<file path="config.mk">
export PLATFORM = sky130hd
export DESIGN_NAME = sine_ref_gen
export DESIGN_NICKNAME = d
export VERILOG_FILES = /design/src/rtl/sine_ref_pkg.sv /design/src/rtl/sine_ptr.sv /design/src/rtl/sine_fold.sv /design/src/rtl/sine_ref_gen.sv
export SDC_FILE = /design/constraint.sdc
export NUM_CORES = 1
export LEC_CHECK = 0
export ABC_AREA = 0
export CORE_MARGIN = 2
export CORE_UTILIZATION = 50
export CTS_CLUSTER_SIZE = 10
export DETAILED_ROUTE_END_ITERATION = 12
export MAX_ROUTING_LAYER = met4
export PLACE_DENSITY = 0.71
export SYNTH_ARGS = -nofsm -noshare
export SYNTH_HDL_FRONTEND = slang
export SYNTH_SLANG_ARGS = --single-unit
</file>
<file path="constraint.sdc">
create_clock -name clk -period 12.3 [get_ports clk]
set_input_delay 1.23 -clock clk [delete_from_list [all_inputs] [get_ports clk]]
set_output_delay 1.23 -clock clk [all_outputs]
set_load 0.01 [all_outputs]
</file>
<file path="src/rtl/sine_ref_pkg.sv">
package sine_ref_pkg;

    // Geometry of one period: 18 steps of 5 degrees per quadrant.
    localparam int QTR_STEPS   = 18;
    localparam int TBL_LEN     = QTR_STEPS + 1;
    localparam int HALF_STEPS  = 2 * QTR_STEPS;
    localparam int CYCLE_STEPS = 4 * QTR_STEPS;
    localparam int IDX_W       = $clog2(TBL_LEN);
    localparam int BASE_W      = 15;

    typedef enum logic [1:0] {
        QD_RISE = 2'd0,
        QD_FALL = 2'd1,
        QD_DIVE = 2'd2,
        QD_RETN = 2'd3
    } quad_e;

    // Quarter-wave magnitudes at 15-bit full scale, round(32767*sin(5i deg)).
    function automatic logic [BASE_W-1:0] base_mag(input logic [IDX_W-1:0] idx);
        logic [BASE_W-1:0] m;
        case (idx)
            5'd0:    m = 15'd0;
            5'd1:    m = 15'd2856;
            5'd2:    m = 15'd5690;
            5'd3:    m = 15'd8481;
            5'd4:    m = 15'd11207;
            5'd5:    m = 15'd13848;
            5'd6:    m = 15'd16384;
            5'd7:    m = 15'd18794;
            5'd8:    m = 15'd21062;
            5'd9:    m = 15'd23170;
            5'd10:   m = 15'd25101;
            5'd11:   m = 15'd26841;
            5'd12:   m = 15'd28377;
            5'd13:   m = 15'd29697;
            5'd14:   m = 15'd30791;
            5'd15:   m = 15'd31650;
            5'd16:   m = 15'd32269;
            5'd17:   m = 15'd32642;
            5'd18:   m = 15'd32767;
            default: m = 15'd0;
        endcase
        return m;
    endfunction

endpackage

</file>
<file path="src/rtl/sine_ptr.sv">
module sine_ptr
    import sine_ref_pkg::*;
#(
    parameter int PTR_W = 8
) (
    input  logic             clk,
    input  logic             rst_n,
    input  logic             step_en,
    output logic [PTR_W-1:0] ptr_q,
    output logic [PTR_W-1:0] ptr_d
);

    localparam logic [PTR_W-1:0] LAST_STEP = PTR_W'(CYCLE_STEPS - 1);

    typedef struct packed {
        logic [PTR_W-1:0] pos;
    } ptr_state_t;

    ptr_state_t st_d, st_q;

    always_comb begin
        st_d = st_q;
        if (step_en) begin
            if (st_q.pos == LAST_STEP) begin
                st_d.pos = '0;
            end else begin
                st_d.pos = st_q.pos + PTR_W'(1);
            end
        end
    end

    always_ff @(posedge clk or negedge rst_n) begin
        if (!rst_n) begin
            st_q <= '0;
        end else begin
            st_q <= st_d;
        end
    end

    assign ptr_q = st_q.pos;
    assign ptr_d = st_d.pos;

    AST_PTR_IN_RANGE: assert property (@(posedge clk) disable iff (!rst_n)
        ptr_q <= LAST_STEP) else $error("position out of range");

    AST_PTR_WRAP: assert property (@(posedge clk) disable iff (!rst_n)
        (step_en && ptr_q == LAST_STEP) |=> (ptr_q == '0)) else $error("no wrap");

    AST_PTR_HOLD: assert property (@(posedge clk) disable iff (!rst_n)
        !step_en |=> $stable(ptr_q)) else $error("moved without step");

    AST_PTR_ADVANCE: assert property (@(posedge clk) disable iff (!rst_n)
        (step_en && ptr_q != LAST_STEP) |=> (ptr_q == $past(ptr_q) + PTR_W'(1)))
        else $error("missed step");

endmodule

</file>
<file path="src/rtl/sine_fold.sv">
module sine_fold
    import sine_ref_pkg::*;
#(
    parameter int PTR_W    = 8,
    parameter int SAMPLE_W = 16,
    parameter int SCALE_W  = 8
) (
    input  logic [PTR_W-1:0]           pos,
    input  logic [SCALE_W-1:0]         scale,
    output logic signed [SAMPLE_W-1:0] sample,
    output logic                       positive
);

    localparam int MAG_W  = SAMPLE_W - 1;
    localparam int PROD_W = MAG_W + SCALE_W;

    quad_e             quad;
    logic [IDX_W-1:0]  k;
    logic [IDX_W-1:0]  idx;
    logic [BASE_W-1:0] raw;
    logic [MAG_W-1:0]  mag;
    logic [PROD_W-1:0] prod;
    logic [MAG_W-1:0]  scaled;
    logic [SAMPLE_W-1:0] pos_val;

    // Quadrant decode and offset within the quadrant.
    always_comb begin
        if (pos < PTR_W'(QTR_STEPS)) begin
            quad = QD_RISE;
            k    = IDX_W'(pos);
        end else if (pos < PTR_W'(HALF_STEPS)) begin
            quad = QD_FALL;
            k    = IDX_W'(pos - PTR_W'(QTR_STEPS));
        end else if (pos < PTR_W'(HALF_STEPS + QTR_STEPS)) begin
            quad = QD_DIVE;
            k    = IDX_W'(pos - PTR_W'(HALF_STEPS));
        end else begin
            quad = QD_RETN;
            k    = IDX_W'(pos - PTR_W'(HALF_STEPS + QTR_STEPS));
        end
    end

    // Mirror the address in the falling quadrants.
    always_comb begin
        if (quad == QD_FALL || quad == QD_RETN) begin
            idx = IDX_W'(QTR_STEPS) - k;
        end else begin
            idx = k;
        end
        raw = base_mag(idx);
    end

    // Fit the 15-bit table to the chosen magnitude width.
    generate
        if (MAG_W >= BASE_W) begin : g_widen
            assign mag = MAG_W'(raw) << (MAG_W - BASE_W);
        end else begin : g_narrow
            assign mag = MAG_W'(raw >> (BASE_W - MAG_W));
        end
    endgenerate

    // Amplitude scale S/2^SCALE_W, truncated.
    always_comb begin
        prod     = PROD_W'(mag) * PROD_W'(scale);
        scaled   = prod[PROD_W-1:SCALE_W];
        pos_val  = {1'b0, scaled};
        positive = (quad == QD_RISE) || (quad == QD_FALL);
        if (positive) begin
            sample = $signed(pos_val);
        end else begin
            sample = -$signed(pos_val);
        end
    end

endmodule

</file>
<file path="src/rtl/sine_ref_gen.sv">
module sine_ref_gen
    import sine_ref_pkg::*;
#(
    parameter int PTR_W    = 8,
    parameter int SAMPLE_W = 16,
    parameter int SCALE_W  = 8
) (
    input  logic                       clk,
    input  logic                       rst_n,
    input  logic                       step_en,
    input  logic [SCALE_W-1:0]         amp_scale,
    output logic signed [SAMPLE_W-1:0] sine_out,
    output logic                       pol_pos,
    output logic                       pol_neg
);

    typedef struct packed {
        logic signed [SAMPLE_W-1:0] sample;
        logic                       pol;
        logic                       pol_n;
    } out_state_t;

    logic [PTR_W-1:0]           ptr_q;
    logic [PTR_W-1:0]           ptr_d;
    logic signed [SAMPLE_W-1:0] fold_sample;
    logic                       fold_pos;
    out_state_t                 out_d, out_q;

    sine_ptr #(.PTR_W(PTR_W)) u_ptr (
        .clk     (clk),
        .rst_n   (rst_n),
        .step_en (step_en),
        .ptr_q   (ptr_q),
        .ptr_d   (ptr_d)
    );

    sine_fold #(.PTR_W(PTR_W), .SAMPLE_W(SAMPLE_W), .SCALE_W(SCALE_W)) u_fold (
        .pos      (ptr_d),
        .scale    (amp_scale),
        .sample   (fold_sample),
        .positive (fold_pos)
    );

    always_comb begin
        out_d        = out_q;
        out_d.sample = fold_sample;
        out_d.pol    = fold_pos;
        out_d.pol_n  = ~fold_pos;
    end

    always_ff @(posedge clk or negedge rst_n) begin
        if (!rst_n) begin
            out_q.sample <= '0;
            out_q.pol    <= 1'b1;
            out_q.pol_n  <= 1'b0;
        end else begin
            out_q <= out_d;
        end
    end

    assign sine_out = out_q.sample;
    assign pol_pos  = out_q.pol;
    assign pol_neg  = out_q.pol_n;

    AST_POL_HALF: assert property (@(posedge clk) disable iff (!rst_n)
        pol_pos == (ptr_q < PTR_W'(HALF_STEPS))) else $error("pulse vs position");

    AST_POL_PAIR: assert property (@(posedge clk) disable iff (!rst_n)
        pol_pos != pol_neg) else $error("pulse pair not complementary");

    AST_SIGN_POS: assert property (@(posedge clk) disable iff (!rst_n)
        pol_pos |-> (sine_out >= 0)) else $error("negative in positive half");

    AST_SIGN_NEG: assert property (@(posedge clk) disable iff (!rst_n)
        !pol_pos |-> (sine_out <= 0)) else $error("positive in negative half");

    AST_ZERO_SCALE: assert property (@(posedge clk) disable iff (!rst_n)
        ($past(amp_scale) == '0) |-> (sine_out == 0)) else $error("zero scale leaked");

    AST_PEAK_PLACE: assert property (@(posedge clk) disable iff (!rst_n)
        (ptr_q == '0 || ptr_q == PTR_W'(HALF_STEPS)) |-> (sine_out == 0))
        else $error("zero crossing not zero");

endmodule

</file>
== Word level (Yosys, flattened, before mapping) ==
Memories as Yosys holds them, arrays and structs flattened.
Cells that the tools add are included.
Widths: inputs -> output; s select.

* $add $sub $neg: 6
* Multipliers: 1
* Order comparisons: 3
* Equality and inequality tests: 3
* Multiplexer cells: 10
* Bitwise gates (word level): 1
* Reductions and logical operators: 3

{| class="wikitable"
|+ Operators with widths
! cell !! count
|-
| $mul 15x8->23 || 1
|-
| $mux 5 || 4
|-
| $lt 8x6->1 const B || 2
|-
| $mux 16 || 1
|-
| $mux 8 || 2
|-
| $neg 15->16 || 1
|-
| $sub 5x5->5 const B || 2
|-
| $add 8x1->8 const B || 1
|-
| $eq 8x7->1 const B || 1
|-
| $lt 8x5->1 const B || 1
|-
| $sub 5x3->5 const B || 1
|-
| $sub 5x5->5 const A || 1
|-
| $mux 2 || 2
|-
| $eq 2x1->1 const B || 1
|-
| $eq 2x2->1 const B || 1
|-
| $logic_not 2->1 || 1
|-
| $logic_or 1x1->1 || 2
|-
| $mux 1 || 1
|-
| $not 1->1 || 1
|}

* Register bits: 26
* Memory bits (read-only): 480
* Bits of input ports: 11
* Output and inout bits: 18
* Word-level logic and storage cells: 32
* Memories kept: 1

{| class="wikitable"
|+ Memory list
! memory !! depth !! width !! read ports !! clocked after memory_dff !! write ports !! RTL line !! text
|-
| (no name shown) || 32 || 15 || 1 || 0 || 0 || sine_ref_pkg.sv:21 || <nowiki>case (idx)</nowiki>
|}

== Longest topological paths before layout ==
Gate-level depths: netlist (run 1).
An unclocked memory read counts as a cell.

* Depth in word-level cells: 14
* Depth in mapped cells: 46
* Mapped depth without buffers: 45

== Modules after synthesis ==
Synthesis (run 1) repeated with hierarchy kept, for this count alone.

* Cells, all modules: 743
* Area, all modules: 6296.0 um^2

{| class="wikitable"
|+ Modules (own cells, without submodules)
! module !! instances !! cells each !! area each (um^2)
|-
| sine_fold || 1 || 686 || 5446.5
|-
| sine_ref_gen || 1 || 19 || 455.4
|-
| sine_ptr || 1 || 38 || 394.1
|}

== Least setup slack after synthesis (run 1) ==
No wires, ideal clock.

* Kind: input-to-reg
* Start point: input step_en
* End point: register out_q (netlist bit sine_out[14])
* Setup time: 0.127 ns
* Arrival: 10.223 ns
* Setup slack: 1.950 ns
* Stages on the path: 41
* Path buffers: 2
* Cell sequence: nand4_2 -> a211o_1 -> nand2_1 -> inv_1 -> ha_1 -> a22oi_1 -> a21oi_1 -> o22ai_1 -> and2_1 -> xnor2_1 -> ha_1 -> inv_1 -> a31oi_1 -> a211oi_1 -> a311oi_1 -> buf_2 -> ha_1 -> nor4_1 -> (+5 left out) -> inv_1 -> fa_1 -> fa_1 -> ha_1 -> a2111oi_0 -> a211oi_1 -> o21a_1 -> o21a_1 -> o21ai_0 -> a21o_1 -> nand2b_1 -> a21o_1 -> a31oi_2 -> xor2_2 -> nand4_1 -> nor4_1 -> a31oi_1 -> xnor2_1

* Word-level cells in the longest chain between the ends: 12

{| class="wikitable"
|+ RTL lines
! what !! RTL line !! text
|-
| start: declaration || sine_ref_gen.sv:10 || <nowiki>input logic step_en,</nowiki>
|-
| $mux 8 (*) || sine_ptr.sv:23 || <nowiki>if (step_en) begin</nowiki>
|-
| via ptr_d[3] || sine_ref_gen.sv:24 || <nowiki>logic [PTR_W-1:0] ptr_d;</nowiki>
|-
| parallel branches: the longest is 10 deep, another holds $mul 15x8->23 || - ||
|-
| $mux 16 (*) || sine_fold.sv:68 || <nowiki>if (positive) begin</nowiki>
|-
| via fold_sample[14] || sine_ref_gen.sv:25 || <nowiki>logic signed [SAMPLE_W-1:0] fold_sample;</nowiki>
|-
| end signal: assignment || sine_ref_gen.sv:57 || <nowiki>out_q <= out_d;</nowiki>
|-
| end: declaration || sine_ref_gen.sv:27 || <nowiki>out_state_t out_d, out_q;</nowiki>
|}

Mark *: on every way through the listed nets, which the timed path passes.

== Final worst setup path (run 1) ==
* Start point: input step_en
* End point: register out_q (netlist bit sine_out[12])

Same word-level chain as after synthesis.

==> results.txt, run 1 <==
Worst-path fanout max - 14
Hold Crit Start - u_ptr.ptr_q[7]
Syn_nets - 930
Clock Tree Root - clkbuf_16
Clk slew on worst S/H paths - 0.06 ns
DR WL/cell - 16.6 um
Crit path capture type - flop
Die ar. - 0.0141 sq mm
CTS Buffer Depth - 2
Sequential area share after synthesis - 9.90%
Worst Path Arrival - 11.57 ns
Outcome - finished clean
I/O pin total - 29
Setup CP Type - in2reg
HPWL Detailed - 13100 um
Slew Limit Headroom - 27.6%
First-pass GRT wire length - 28100 um
Post-Route Utilization - 56.2%
Die height - 119 um
Synth top area share - 23.4%
Slowest stage delay, CP - 0.55 ns
Clk sink count - 26
Worst Setup Start Kind - primary input
DR vias - 5626
H-Tree Depth - 1
Worst slew pin tran - 1.08 ns
CP most frequent cell - inv_1
FF+latch count, synth - 26
Chip width - 119 um
Unrepaired setup endpoints after global routing - no
Share of post-route cells with drive strength above 1 - 7.48%
Final count of pins violating max slew - 0
Post-synthesis average cell area - 8.36 sq um
Fin crit share - 92.6%
Grt total ovfl - 0
R2R Path Start - u_ptr.ptr_q[0]
Sequential cell area - 652 sq um
Maximum operating frequency - 87.8 MHz
Post-Synthesis Cell Area - 0.00658 sq mm
Worst Hold Path EP - u_ptr.ptr_q[7]
Endpoints failing hold - 0
CTS tree - done
Fillers - 1183
Placeable Area - 0.0127 sq mm
Reg2reg setup slack - 1.62 ns
Highest-delay cell along the critical path - fa_1
Number of flops mapped to enable cells by yosys - 0
Multi-input gate area - 0.00539 sq mm
Antenna cell count - 0
Final min period - 11.39 ns
Ys async rst share - 100%
Worst-Skew Late Latency - 0.26 ns
Main synth FF type - dfrtp_1
RePlAce Congestion - 0.881
Total CTS buffers - 3
Synth area leaders - fa_1 23%, ha_1 10%, dfrtp_1 9.5%, inv_1 6.6%, and2_1 5.0%
Synth area leader - fa_1
Vias/cell - 5.78
Iter 0 DRT Violations - 407
Setup violators final - 0
DRT Wirelength - 16200 um
Clock skew - 0.00531 ns
First-pass detailed-route iteration total - 5
Largest net degree at the start of global routing - 27
Vias in the first global route - 5767
Synth Instances - 788
Rows - 41
Yosys cell types - 87
Initial antenna violation count - 0
Placed Instance Area - 0.00702 sq mm
Critical Path RT - 12.48 ns
YS warnings - 0
Detail Route Antenna Nets - 0
Cell area after layout - 0.00714 sq mm
Total global-route track usage - 24.6%
Hold crit path type - reg2reg
Max cap viols - 0
Area grow syn2layout - 8.51%
Reg2reg end - sine_out[12]
Initial Util - 51.8%
Hold-critical path depth - 1
DRC errors left - 0
Reg2reg path depth - 45
Layout net count - 945
PortBufs - 28
area by class of cell:
cell class	instances	area share, %
clock buffers	4	1.24
inverters	117	6.15
multi-input cells	617	75.5
flip-flops and latches	26	9.12
well taps	172	3.01
repair buffers	38	5.01
critical path: cells and delay by family:
kind	cells	cell delay [ns]
AOI/OAI and AO/OA	15	3.18
and+or+nand+nor	11	2.27
adders and majority gates	7	2.86
xor gates and xnor gates	3	0.65
buffers and inverters	9	1.34
placed cells by master, fill, tap and decap left out, types with 27 or more instances in the layout:
cell / Yosys / final
nor2b_1: 32 / 32
nand2_1: 71 / 71
fa_1: 77 / 77
clkdlybuf4s50_1: 0 / 27
nor2_1: 32 / 32
inv_1: 116 / 116
and2_1: 53 / 53
o21ai_0: 30 / 30
ha_1: 54 / 54
a21oi_1: 27 / 27
routing by layer:
| metal | track usage [%] | share of wire (%) | vias to the layer above |
|---|---|---|---|
| li1 | - | - | 2690 |
| met1 | 33.5 | 46 | 2746 |
| met2 | 40.5 | 48 | 179 |
| met3 | 2.51 | 5.2 | 11 |
| met4 | 4.09 | 0.61 | 0 |
| met5 | - | 0 | - |
through the flow:
step	hold WS [ns]	instances	worst slack (ns)	setup TNS (ns)
after floorplan	0.514	788	1.95	0
after global placement	0.559	970	0.328	0
after detailed placement	0.555	970	-0.0230	-0.0230
after CTS	0.574	974	0.264	0
after global routing	0.605	974	0.0595	0
final	0.571	974	0.910	0
how the worst max path moves through the flow:
stage / from / to / cells past startpoint
after floorplan: step_en / sine_out[14] / 41
after global placement: step_en / sine_out[14] / 41
after detailed placement: step_en / sine_out[14] / 41
after CTS: step_en / sine_out[14] / 41
after global routing: step_en / sine_out[14] / 42
final: step_en / sine_out[12] / 45
synthesized netlist by cell type, drive strengths merged (5+ instances only):
master	n
o21ai	33
ha	54
clkbuf	21
or3	7
dfrtp	25
a211oi	10
nor3	12
nand2b	19
or2	5
fa	77
a21oi	27
o211ai	5
nor2b	32
xnor2	14
xor2	13
a2111oi	5
nor2	34
a31oi	13
a21o	16
and4	6
nand3	11
inv	117
and2	53
nand4	9
and3	12
nand2	72
nor4	5
buf	7
registers in the layout, indices dropped and copies added, names as in the netlist:
| signal | cells |
|---|---|
| sine_out | 16 |
| pol_neg | 1 |
| u_ptr.ptr_q | 8 |
| pol_pos | 1 |
kinds of logic after synthesis:
family	Yosys count	share of synthesized area [%]
flip-flops	26	9.90
multiplexers	3	0.475
adder cells (fa/ha/maj)	131	33.7
XOR/XNOR	27	3.93
AO/OA/AOI/OAI	169	19.1
buffers and inverters	145	8.72
AND/OR/NAND/NOR	287	24.2
what timing repair did:
item | CTS | global route
setup buffers | 0 | 0
hold buffers | 0 | 0
gates resized for setup | 0 | 7
setup endpoints to repair | 0 | 9
Power of run 1 is not shown: default switching activity piles up to over one toggle a cycle in this logic, so the estimate is an artifact.
==> inputs of run 2 (changes only) <==
--- a/config.mk
+++ b/config.mk
@@ -6,7 +6,7 @@
 export NUM_CORES = 1
 export LEC_CHECK = 0
 export ABC_AREA = 0
-export CORE_MARGIN = 2
+export CORE_MARGIN = 5
 export CORE_UTILIZATION = 50
 export CTS_CLUSTER_SIZE = 10
 export DETAILED_ROUTE_END_ITERATION = 12
==> constraint.sdc (replaced) <==
create_clock -name clk -period 13.5 [get_ports clk]
set_input_delay 1.35 -clock clk [delete_from_list [all_inputs] [get_ports clk]]
set_output_delay 1.35 -clock clk [all_outputs]
set_load 0.01 [all_outputs]
==> run 2 against run 1 <==
- worst setup slack better by 0.0087 ns
- sequential share of layout area is 0.058 points higher
- wire length is 3.3% higher
- die area is 10% higher
- hold slack better by 0.0061 ns
- clock-buffer cell count is 1 lower
- cell area is 0.63% lower
- core utilization is 1.9 points lower
- via count is 0.78% higher
- critical endpoint is now sine_out[14]
- largest cell class unchanged
==> results.txt, run 2 (synthesis gave the netlist of run 1 again) <==
Vias/cell - 5.82
Largest register by flop count - sine_out
Clk sink count - 26
Die height - 125 um
Hold_buf cts - 0
Reg2reg path depth - 43
Grt total ovfl - 0
Post-CTS setup buffer count - 0
Number of stages on the worst setup path - 43
Buf/Inv on CP - 7
Setup CP Type - in2reg
Max reg flops - 16
DRT met1 WL - 8000 um
Rows - 42
RePlAce Congestion - 0.922
DRC errors left - 0
First-pass detailed-route iteration total - 5
CTS Buffer Depth - 2
WL met2 - 7870 um
Total CTS buffers - 3
I/O pin total - 29
Final count of pins violating max slew - 0
Iter 0 DRT Violations - 469
Area grow syn2layout - 7.83%
Max layer used - met4
Worst-Skew Late Latency - 0.27 ns
Outcome - finished clean
DRT Wirelength - 16800 um
Largest net degree at the start of global routing - 27
Placeable Area - 0.0131 sq mm
Layout net count - 941
Most frequent cells in the layout - 116 x inv_1, 77 x fa_1, 71 x nand2_1
Crit path capture type - flop
Chip width - 125 um
Die ar. - 0.0156 sq mm
Leading registers by flop count - sine_out x16, u_ptr.ptr_q x8
Final min period - 12.58 ns
Worst Path Arrival - 12.73 ns
Detail Route Antenna Nets - 0
Max cap viols - 0
Fin Setup TNS - 0 ns
CTS resizes - 0
Endpoints failing hold - 0
Highest-delay cell along the critical path - clkdlybuf4s50_1
Slew Limit Headroom - 25.8%
Hold crit path type - reg2reg
Delay-heaviest family, CP - compound AO/OA/AOI/OAI gates
First-pass GRT wire length - 28100 um
Setup violators final - 0
Worst slew pin tran - 1.11 ns
PortBufs - 28
Initial Util - 50.3%
Share of post-route cells with drive strength above 1 - 6.39%
H-Tree Depth - 1
Unrepaired setup endpoints after global routing - no
Commonest non-fill, non-tap cell in the layout - inv_1
DR WL met3 - 679 um
Antenna cell count - 0
Clock skew - 0.0122 ns
Slowest stage delay, CP - 0.71 ns
Initial antenna violation count - 0
Worst-path fanout max - 14
Hold-critical path depth - 1
Clk slew on worst S/H paths - 0.07 ns
DR WL/cell - 17.2 um
DR vias - 5670
HPWL Detailed - 13500 um
Total global-route track usage - 21.8%
Clock Tree Root - clkbuf_16
Maximum operating frequency - 79.5 MHz
Critical Path RT - 13.65 ns
Vias in the first global route - 5665
Worst Setup Start Kind - primary input
CTS tree - done
Fin crit share - 93.2%
run 2: changes by cell type in the layout (fill, tap and decap cells not counted), sizes merged:
cell and delta:
clkdlybuf4s50 +1, clkbuf -1, buf -4, dlymetal6s2s -1, bufinv +1
run 2: metrics by stage:
step / instance area, sq um / hold WS (ns) / worst slack, ns / util, % / std cells
after floorplan: 6580 / 0.514 / 3.03 / - / 788
after global placement: 6990 / 0.555 / 1.34 / 53.5 / 970
after detailed placement: 6990 / 0.559 / 0.924 / 53.5 / 970
after CTS: 7100 / 0.574 / 1.09 / 54.3 / 974
after global routing: 7100 / 0.623 / 0.259 / 54.3 / 974
final: 7100 / 0.578 / 0.918 / 54.3 / 974
run 2: path summary, 6_finish.rpt:
| check | start | slack, ns | endpoint |
|---|---|---|---|
| worst max-delay path | step_en | 0.92 | sine_out[14] |
| worst min-delay path | u_ptr.ptr_q[7] | 0.58 | u_ptr.ptr_q[7] |
| worst max register to register | u_ptr.ptr_q[0] | 2.15 | sine_out[14] |
| worst min register to register | u_ptr.ptr_q[7] | 0.58 | u_ptr.ptr_q[7] |
| max in group asynchronous | rst_n | 11.14 | sine_out[1] |
| min in group asynchronous | rst_n | 1.67 | u_ptr.ptr_q[6] |
run 2: area by class of cell:
type | instances | area [sq um]
Fill cell | 1204 | 5990
Clock inverter | 1 | 30.0
Multi-Input combinational cell | 617 | 5360
Inverter | 117 | 439
Tap cell | 176 | 220
Sequential cell | 26 | 652
Timing Repair Buffer | 34 | 325
Clock buffer | 3 | 75.1
run 2: worst reg2reg max path, delay by kind of cell, from the launching register on:
kind,cells,cell delay (ns)
xor+xnor,3,0.64
fa+ha+maj,8,3.25
compound gates,18,4.09
mux,1,0.20
simple gates,7,1.66
buf+inv,6,0.97
flops,1,0.42
run 2: routing by layer:
metal / GRT usage (%) / up-vias
met4: 4.19 / 0
li1: - / 2680
met3: 1.37 / 17
met1: 30.9 / 2797
met2: 35.1 / 176
met5: - / -
Power of run 2 is left out for the same reason.
==> inputs of run 3 (changes only) <==
--- a/config.mk
+++ b/config.mk
@@ -12,6 +12,7 @@
 export DETAILED_ROUTE_END_ITERATION = 12
 export MAX_ROUTING_LAYER = met4
 export PLACE_DENSITY = 0.71
+export SKIP_CTS_REPAIR_TIMING = 1
 export SYNTH_ARGS = -nofsm -noshare
 export SYNTH_HDL_FRONTEND = slang
 export SYNTH_SLANG_ARGS = --single-unit
==> results of run 3 <==
Final layout, timing and power as in run 2 (identical DEF).
Power of run 3 is left out for the same reason.
